`config.mk`:
```
export PLATFORM = sky130hd
export DESIGN_NAME = serial_reg_port
export DESIGN_NICKNAME = d
export VERILOG_FILES = /design/src/rtl/serial_reg_port.sv
export SDC_FILE = /design/constraint.sdc
export NUM_CORES = 1
export LEC_CHECK = 0
export BUFFER_PORTS_ARGS = -buffer_cell sky130_fd_sc_hd__buf_2
export CORE_MARGIN = 3
export CORE_UTILIZATION = 46
export CTS_BUF_LIST = sky130_fd_sc_hd__clkbuf_16
export DETAILED_ROUTE_END_ITERATION = 6
export GPL_ROUTABILITY_DRIVEN = 0
export GPL_TIMING_DRIVEN = 0
export MAX_ROUTING_LAYER = met4
export PLACE_DENSITY = 0.66
export SYNTH_ARGS = -nofsm -noshare
export SYNTH_HDL_FRONTEND = slang
export SYNTH_SLANG_ARGS = --single-unit
```
`constraint.sdc`:
```
create_clock -name clk -period 2.5 [get_ports clk]
set_input_delay 0.375 -clock clk [delete_from_list [all_inputs] [get_ports clk]]
set_output_delay 0.375 -clock clk [all_outputs]
set_load 0.02 [all_outputs]
```
`src/rtl/serial_reg_port.sv`:
```
module serial_reg_port #(
  parameter int ADDR_W = 4,
  parameter int DATA_W = 16,
  parameter int CMD_W  = 32
) (
  input  logic clk,
  input  logic rst_n,
  input  logic ser_clk,
  input  logic sel_n,
  input  logic ser_in,
  output logic ser_out,
  output logic ser_oe
);
  localparam int NREG  = 1 << ADDR_W;
  localparam int CNT_W = $clog2(CMD_W);

  logic [2:0] clk_q;
  logic [1:0] sel_q, din_q;
  logic sel, rise, fall, bit_in;

  logic [CMD_W-2:0]  sh;
  logic [CMD_W-1:0]  cmd;
  logic [CNT_W-1:0]  cnt;
  logic [ADDR_W-1:0] addr, cmd_addr;
  logic [DATA_W-1:0] tx;
  logic [DATA_W-1:0] regs [NREG];
  logic in_data, rd_op, ainc, last_cmd, last_dat;

  always_ff @(posedge clk or negedge rst_n)
    if (!rst_n) begin
      clk_q <= '0;
      sel_q <= '1;
      din_q <= '0;
    end else begin
      clk_q <= {clk_q[1:0], ser_clk};
      sel_q <= {sel_q[0], sel_n};
      din_q <= {din_q[0], ser_in};
    end

  assign sel      = ~sel_q[1];
  assign rise     = clk_q[1] & ~clk_q[2];
  assign fall     = ~clk_q[1] & clk_q[2];
  assign bit_in   = din_q[1];
  assign cmd      = {sh, bit_in};
  assign cmd_addr = cmd[ADDR_W-1:0];
  assign last_cmd = cnt == CNT_W'(CMD_W - 1);
  assign last_dat = cnt == CNT_W'(DATA_W - 1);

  always_ff @(posedge clk or negedge rst_n)
    if (!rst_n) begin
      sh      <= '0;
      cnt     <= '0;
      addr    <= '0;
      tx      <= '0;
      in_data <= 1'b0;
      rd_op   <= 1'b0;
      ainc    <= 1'b0;
      for (int i = 0; i < NREG; i++) regs[i] <= '0;
    end else if (!sel) begin
      cnt     <= '0;
      in_data <= 1'b0;
      rd_op   <= 1'b0;
    end else if (rise) begin
      sh <= cmd[CMD_W-2:0];
      if (!in_data) begin
        if (last_cmd) begin
          cnt     <= '0;
          in_data <= 1'b1;
          rd_op   <= cmd[CMD_W-1];
          ainc    <= cmd[CMD_W-2];
          addr    <= cmd_addr;
          tx      <= regs[cmd_addr];
        end else begin
          cnt <= cnt + 1'b1;
        end
      end else if (last_dat) begin
        cnt <= '0;
        if (!rd_op) regs[addr] <= cmd[DATA_W-1:0];
        if (ainc) addr <= addr + 1'b1;
      end else begin
        cnt <= cnt + 1'b1;
      end
    end else if (fall && in_data && rd_op) begin
      tx <= (cnt == '0) ? regs[addr] : {tx[DATA_W-2:0], 1'b0};
    end

  assign ser_out = (in_data && rd_op) ? tx[DATA_W-1] : bit_in;
  assign ser_oe  = sel;
endmodule

```
After elaboration in Yosys (flattened, before gate mapping) --
Cells that the tools add are included.
Word-level totals: word-level logic and storage cells 94, register bits after elaboration 322
Operators by class: bitwise gates (word level) 9, eq/ne operators 7, add/sub/neg operators 2, $lt $le $gt $ge 3, reduce and logical (&&, ||, !) cells 15, muxes and demuxes 32
Operators with widths (count):
- 256-bit bitwise mux | 1
- 16-bit two-way mux | 10
- 16-bit binary-select mux with 4-bit select | 2
- 16-bit demux with 4-bit select | 1
- 5-bit two-way mux | 5
- 4-bit two-way mux | 4
- 5-bit >= comparator (second input constant) | 2
- 4-bit inverter with 5-bit output | 2
- 5-bit AND reduction | 2
- 1-bit two-way mux | 9
- 4-bit AND reduction | 2
- 2-bit nonzero test | 4
- 2-bit by 1-bit != test with 1-bit output (second input constant) | 3
- 5-bit by 1-bit adder with 5-bit output (second input constant) | 1
- 5-bit by 4-bit equality test with 1-bit output (second input constant) | 1
- 5-bit equality test (second input constant) | 1
- 5-bit zero test | 1
- 5-bit by 1-bit < comparator with 1-bit output (second input constant) | 1
- 1-bit inverter | 5
- 4-bit by 1-bit adder with 4-bit output (second input constant) | 1
- 1-bit logical AND | 4
- 2-bit != test (second input constant) | 2
- 3-bit AND reduction | 1
- 1-bit bitwise AND | 2
- 2-bit AND reduction | 1

Longest topological paths before layout --
word-level depth 7, mapped depth 9

Worst setup path before layout --
OpenSTA, ideal clock, no wires.
path type reg-to-reg, start point register addr[0], end point register regs[149] (netlist bit), arrival time 2.422 ns, buffers on the path 5, required time 2.375 ns, library setup time 0.125 ns, path slack -0.046 ns, period minus slack after synthesis 2.546 ns, cell stages (with the launch flop) 10, cells stage by stage dfrtp_1 -> buf_4 -> buf_2 -> buf_4 -> buf_2 -> inv_1 -> ha_1 -> nand2_1 -> buf_2 -> mux2_2
Between the ends: longest elaborated chain between the ends 6, elaborated cells on any way between the ends 7
RTL lines:
- start: declaration | line 24 | logic [ADDR_W-1:0] addr, cmd_addr;
- start signal: assignment | line 71 | addr <= cmd_addr;
- start signal: assignment | line 79 | if (ainc) addr <= addr + 1'b1;
- 4-bit inverter with 5-bit output (not written as such) * | line 78 | if (!rd_op) regs[addr] <= cmd[DATA_W-1:0];
- 5-bit >= comparator (not written as such) or 5-bit by 1-bit < comparator with 1-bit output (tied branches) | line 78
- 1-bit logical AND (not written as such) | line 78
- 16-bit two-way mux (not written as such) | line 78
- 16-bit demux with 4-bit select * | line 78
- 256-bit bitwise mux * | line 78
- end signal: indexed assignment | line 78
- end: declaration | line 26 | logic [DATA_W-1:0] regs [NREG];
Every way passes the cells marked *; elsewhere a longest branch is shown, timed or not. A chain may end at the register's enable or synchronous reset.

Worst setup path after layout --
start point register cnt[0], end point register regs[69] (netlist bit)
Between the ends: longest elaborated chain between the ends 2
RTL lines:
- start: declaration | line 23 | logic [CNT_W-1:0] cnt;
- start signal: assignment | line 74 | cnt <= cnt + 1'b1;
- start signal: assignment | line 81 | cnt <= cnt + 1'b1;
- 5-bit by 4-bit equality test with 1-bit output | line 47 | assign last_dat = cnt == CNT_W'(DATA_W - 1);
- 5-bit AND reduction (no source line)
Every way passes these cells.

==> results.py <==
metrics = {
    "floorplan": {
        "die_area_sq_um": 38700,
        "ios": 7,
        "rows": 69,
        "initial_core_util_pct": 46.8,
        "core_area_sq_um": 35700,
        "die_w_um": 197,
        "die_h_um": 197,
    },
    "logic_synthesis": {
        "syn-num-nets": 1226,
        "yosysTopAreaCell": "dfrtp_1",
        "synthFlopType": "dfrtp_1",
        "ys_warn_count": 0,
        "synth_common_cells": "dfrtp_1 (320), mux2_2 (273), nand2_1 (119)",
        "syn_inst": 1212,
        "synth_cell_types": 46,
        "synth_top_area_share_pct": 47.8,
        "ys_async_sr_fraction_pct": 100,
        "ys_seq_area_share_pct": 48.2,
        "syn_area_sq_um": 16700,
        "syn_avg_cell_area_sq_um": 13.8,
        "yosysMostFrequentCell": "dfrtp_1",
        "ys_seq_elements": 322,
        "synth_edf_count": 0,
        "synth.area.top_cells": "dfrtp_1 (48%), mux2_2 (18%), mux4_2 (13%)",
    },
    "detailed_routing": {
        "wl_per_cell_um": 26.3,
        "ant_nets": 0,
        "wirelength_um": 46600,
        "drt_iter0_drc": 862,
        "drcViolationCount": 0,
        "first_pass_iters": 5,
        "vias": 10800,
        "vias_per_cell": 6.11,
    },
    "hold_path": {
        "min_path_type": "reg2reg",
    },
    "cells_and_area": {
        "post-route-util_pct": 53.9,
        "regArea_sq_um": 8060,
        "area_growth_pct": 15.2,
        "layout-drive-gt1-share_pct": 44.4,
        "nFillCells": 2971,
        "n_antenna_cell": 0,
        "multi_input_area_sq_um": 8440,
        "num-nets-final": 1295,
    },
    "sta": {
        "worstMarginPinSlew_ps": 1250,
        "whs_ps": 353,
        "relSlewSlack_pct": 16.5,
        "hold_violations": 0,
        "setup_viol": 0,
        "tns_ps": 0,
        "final_max_slew_viol_count": 0,
        "max_freq_mhz": 407,
        "worst_slack_ps": 45.3,
        "skew_ps": 17.4,
        "fin_crit_sh_pct": 98.2,
        "finalCriticalPeriod_ps": 2450,
    },
    "global_route": {
        "grt.overflow.total": 0,
        "grt_pass1_vias": 11200,
        "globalRouteTotalUtil_pct": 25.1,
        "grt_antenna_before_repair": 0,
        "grt_pass1_wl_um": 71400,
        "grt_start_max_net_pins": 122,
    },
    "power_and_ir_drop": {
        "irDropWorstVdd_mv": 0.444,
        "p_per_area_nw_per_um2": 587,
        "power_mw": 11.3,
        "leakagePower_nw": 8.89,
    },
    "cts": {
        "numCtsBuffers": 37,
        "htree_levels": 2,
        "clock_latency_ps": 530,
        "root_buffer": "clkbuf_16",
        "cts_tree": "done",
        "clk_pin_slew_ps": 60,
        "cts.sink_count": 322,
        "clock_path_buffers": 3,
    },
    "place": {
        "portBuffers": 6,
        "post-place-ws_ps": -1120,
        "hpwlAfterDp_um": 32500,
    },
    "setup_path": {
        "start_kind": "flip-flop",
        "endpoint_kind": "flip-flop",
        "cp_data_required_time_ps": 2910,
        "crit_path_max_fanout": 10,
        "crit_type": "reg2reg",
        "cp.arrival_ps": 2870,
    },
    "flow_run": {
        "drv_cap": 0,
    },
    "outcome": {
        "status": "completed",
    },
}
report_power, final:
| group | switching (mW) | internal, mW | total [mW] |
|---|---|---|---|
| combinational | 0.536 | 0.223 | 0.759 |
| clock | 2.20 | 3.02 | 5.22 |
| sequential | 0.0896 | 5.25 | 5.34 |
| total | 2.82 | 8.50 | 11.3 |
layout by cell type (no fill, tap or decap), types with 5 or more instances in the layout:
| master | netlist | layout |
|---|---|---|
| buf_4 | 5 | 27 |
| clkinv_1 | 1 | 10 |
| clkinv_2 | 0 | 5 |
| o21ai_0 | 37 | 37 |
| mux2i_1 | 65 | 65 |
| buf_8 | 0 | 5 |
| mux4_2 | 98 | 98 |
| dfrtp_1 | 320 | 320 |
| o22ai_1 | 17 | 14 |
| nand3b_1 | 5 | 5 |
| mux2_4 | 30 | 30 |
| a21oi_1 | 8 | 8 |
| clkbuf_4 | 0 | 7 |
| clkbuf_2 | 0 | 10 |
| buf_12 | 0 | 6 |
| a2111oi_2 | 0 | 5 |
| o211ai_1 | 15 | 15 |
| clkbuf_1 | 54 | 36 |
| nand3_1 | 6 | 6 |
| nand2_4 | 3 | 11 |
| a22oi_1 | 18 | 18 |
| mux2_2 | 273 | 273 |
| nor2_1 | 27 | 27 |
| nand2_1 | 119 | 111 |
| buf_2 | 29 | 10 |
| inv_1 | 11 | 19 |
| clkbuf_16 | 0 | 39 |
| a2111oi_1 | 0 | 5 |
| buf_6 | 4 | 17 |
final timing paths:
path | startpoint | endpoint | slack [ps] | cells past startpoint
max | cnt[0] | regs[69] | 50 | 8
min | din_q[0] | din_q[1] | 350 | 0
max reg2reg | cnt[0] | regs[69] | 50 | 8
min reg2reg | din_q[0] | din_q[1] | 350 | 0
max in group asynchronous | rst_n | sh[26] | 530 | 4
min in group asynchronous | rst_n | regs[40] | 440 | 2
logic make-up after synthesis:
family | after synthesis | synth area share (%)
buffers and inverters | 108 | 2.93
flip-flops | 322 | 48.2
AND/OR/NAND/NOR | 192 | 5.60
multiplexers | 466 | 38.1
AO/OA/AOI/OAI | 115 | 4.51
adder cells (fa/ha/maj) | 9 | 0.673
final cells by class:
class / instances / area share (%)
buffer: 94 / 3.52
clock buffer: 39 / 5.06
clock inverter: 27 / 0.902
inverter: 12 / 0.234
multi-input combinational: 782 / 43.8
sequential: 322 / 41.8
tap: 461 / 2.99
timing repair buffer: 32 / 1.69
critical path, stage by stage (launching register included):
cell	delay (ps)
dfrtp_1	370
ha_2	200
and3_4	210
ha_4	140
nand3b_1	130
buf_12	170
nor3_4	430
buf_4	320
mux2_2	360
repair_timing:
| item | in CTS | in global routing |
|---|---|---|
| cloned | 1 | 0 |
| buffers inserted | 11 | 8 |
| hold buffers | 4 | 0 |
| hold endpoints to repair | 88 | 0 |
| resized for setup | 119 | 44 |
| pin swaps | 4 | 1 |
| setup endpoints to repair | 275 | 147 |
metrics by stage:
step           instances  area (sq um)
2_1_floorplan       1212         16700
3_3_place_gp        1679         17300
3_5_place_dp        1681         17400
4_1_cts             1763         19100
5_1_grt             1769         19300
6_report            1769         19300
registers in the layout, summed over array words and instances (netlist names):
signal,count
sh,31
cnt,5
ainc,1
din_q,2
rd_op,1
clk_q,3
tx,16
sel_q,2
regs,256
addr,4
in_data,1
metal layers:
metal	share of wire, %	vias to the layer above	global-route usage (%)
met5	0	-	-
met4	2.3	0	5.62
met3	7.5	75	5.95
met2	46	342	37.6
met1	44	5726	35.3
li1	-	4670	-
Power figures use the tool's default switching activity.
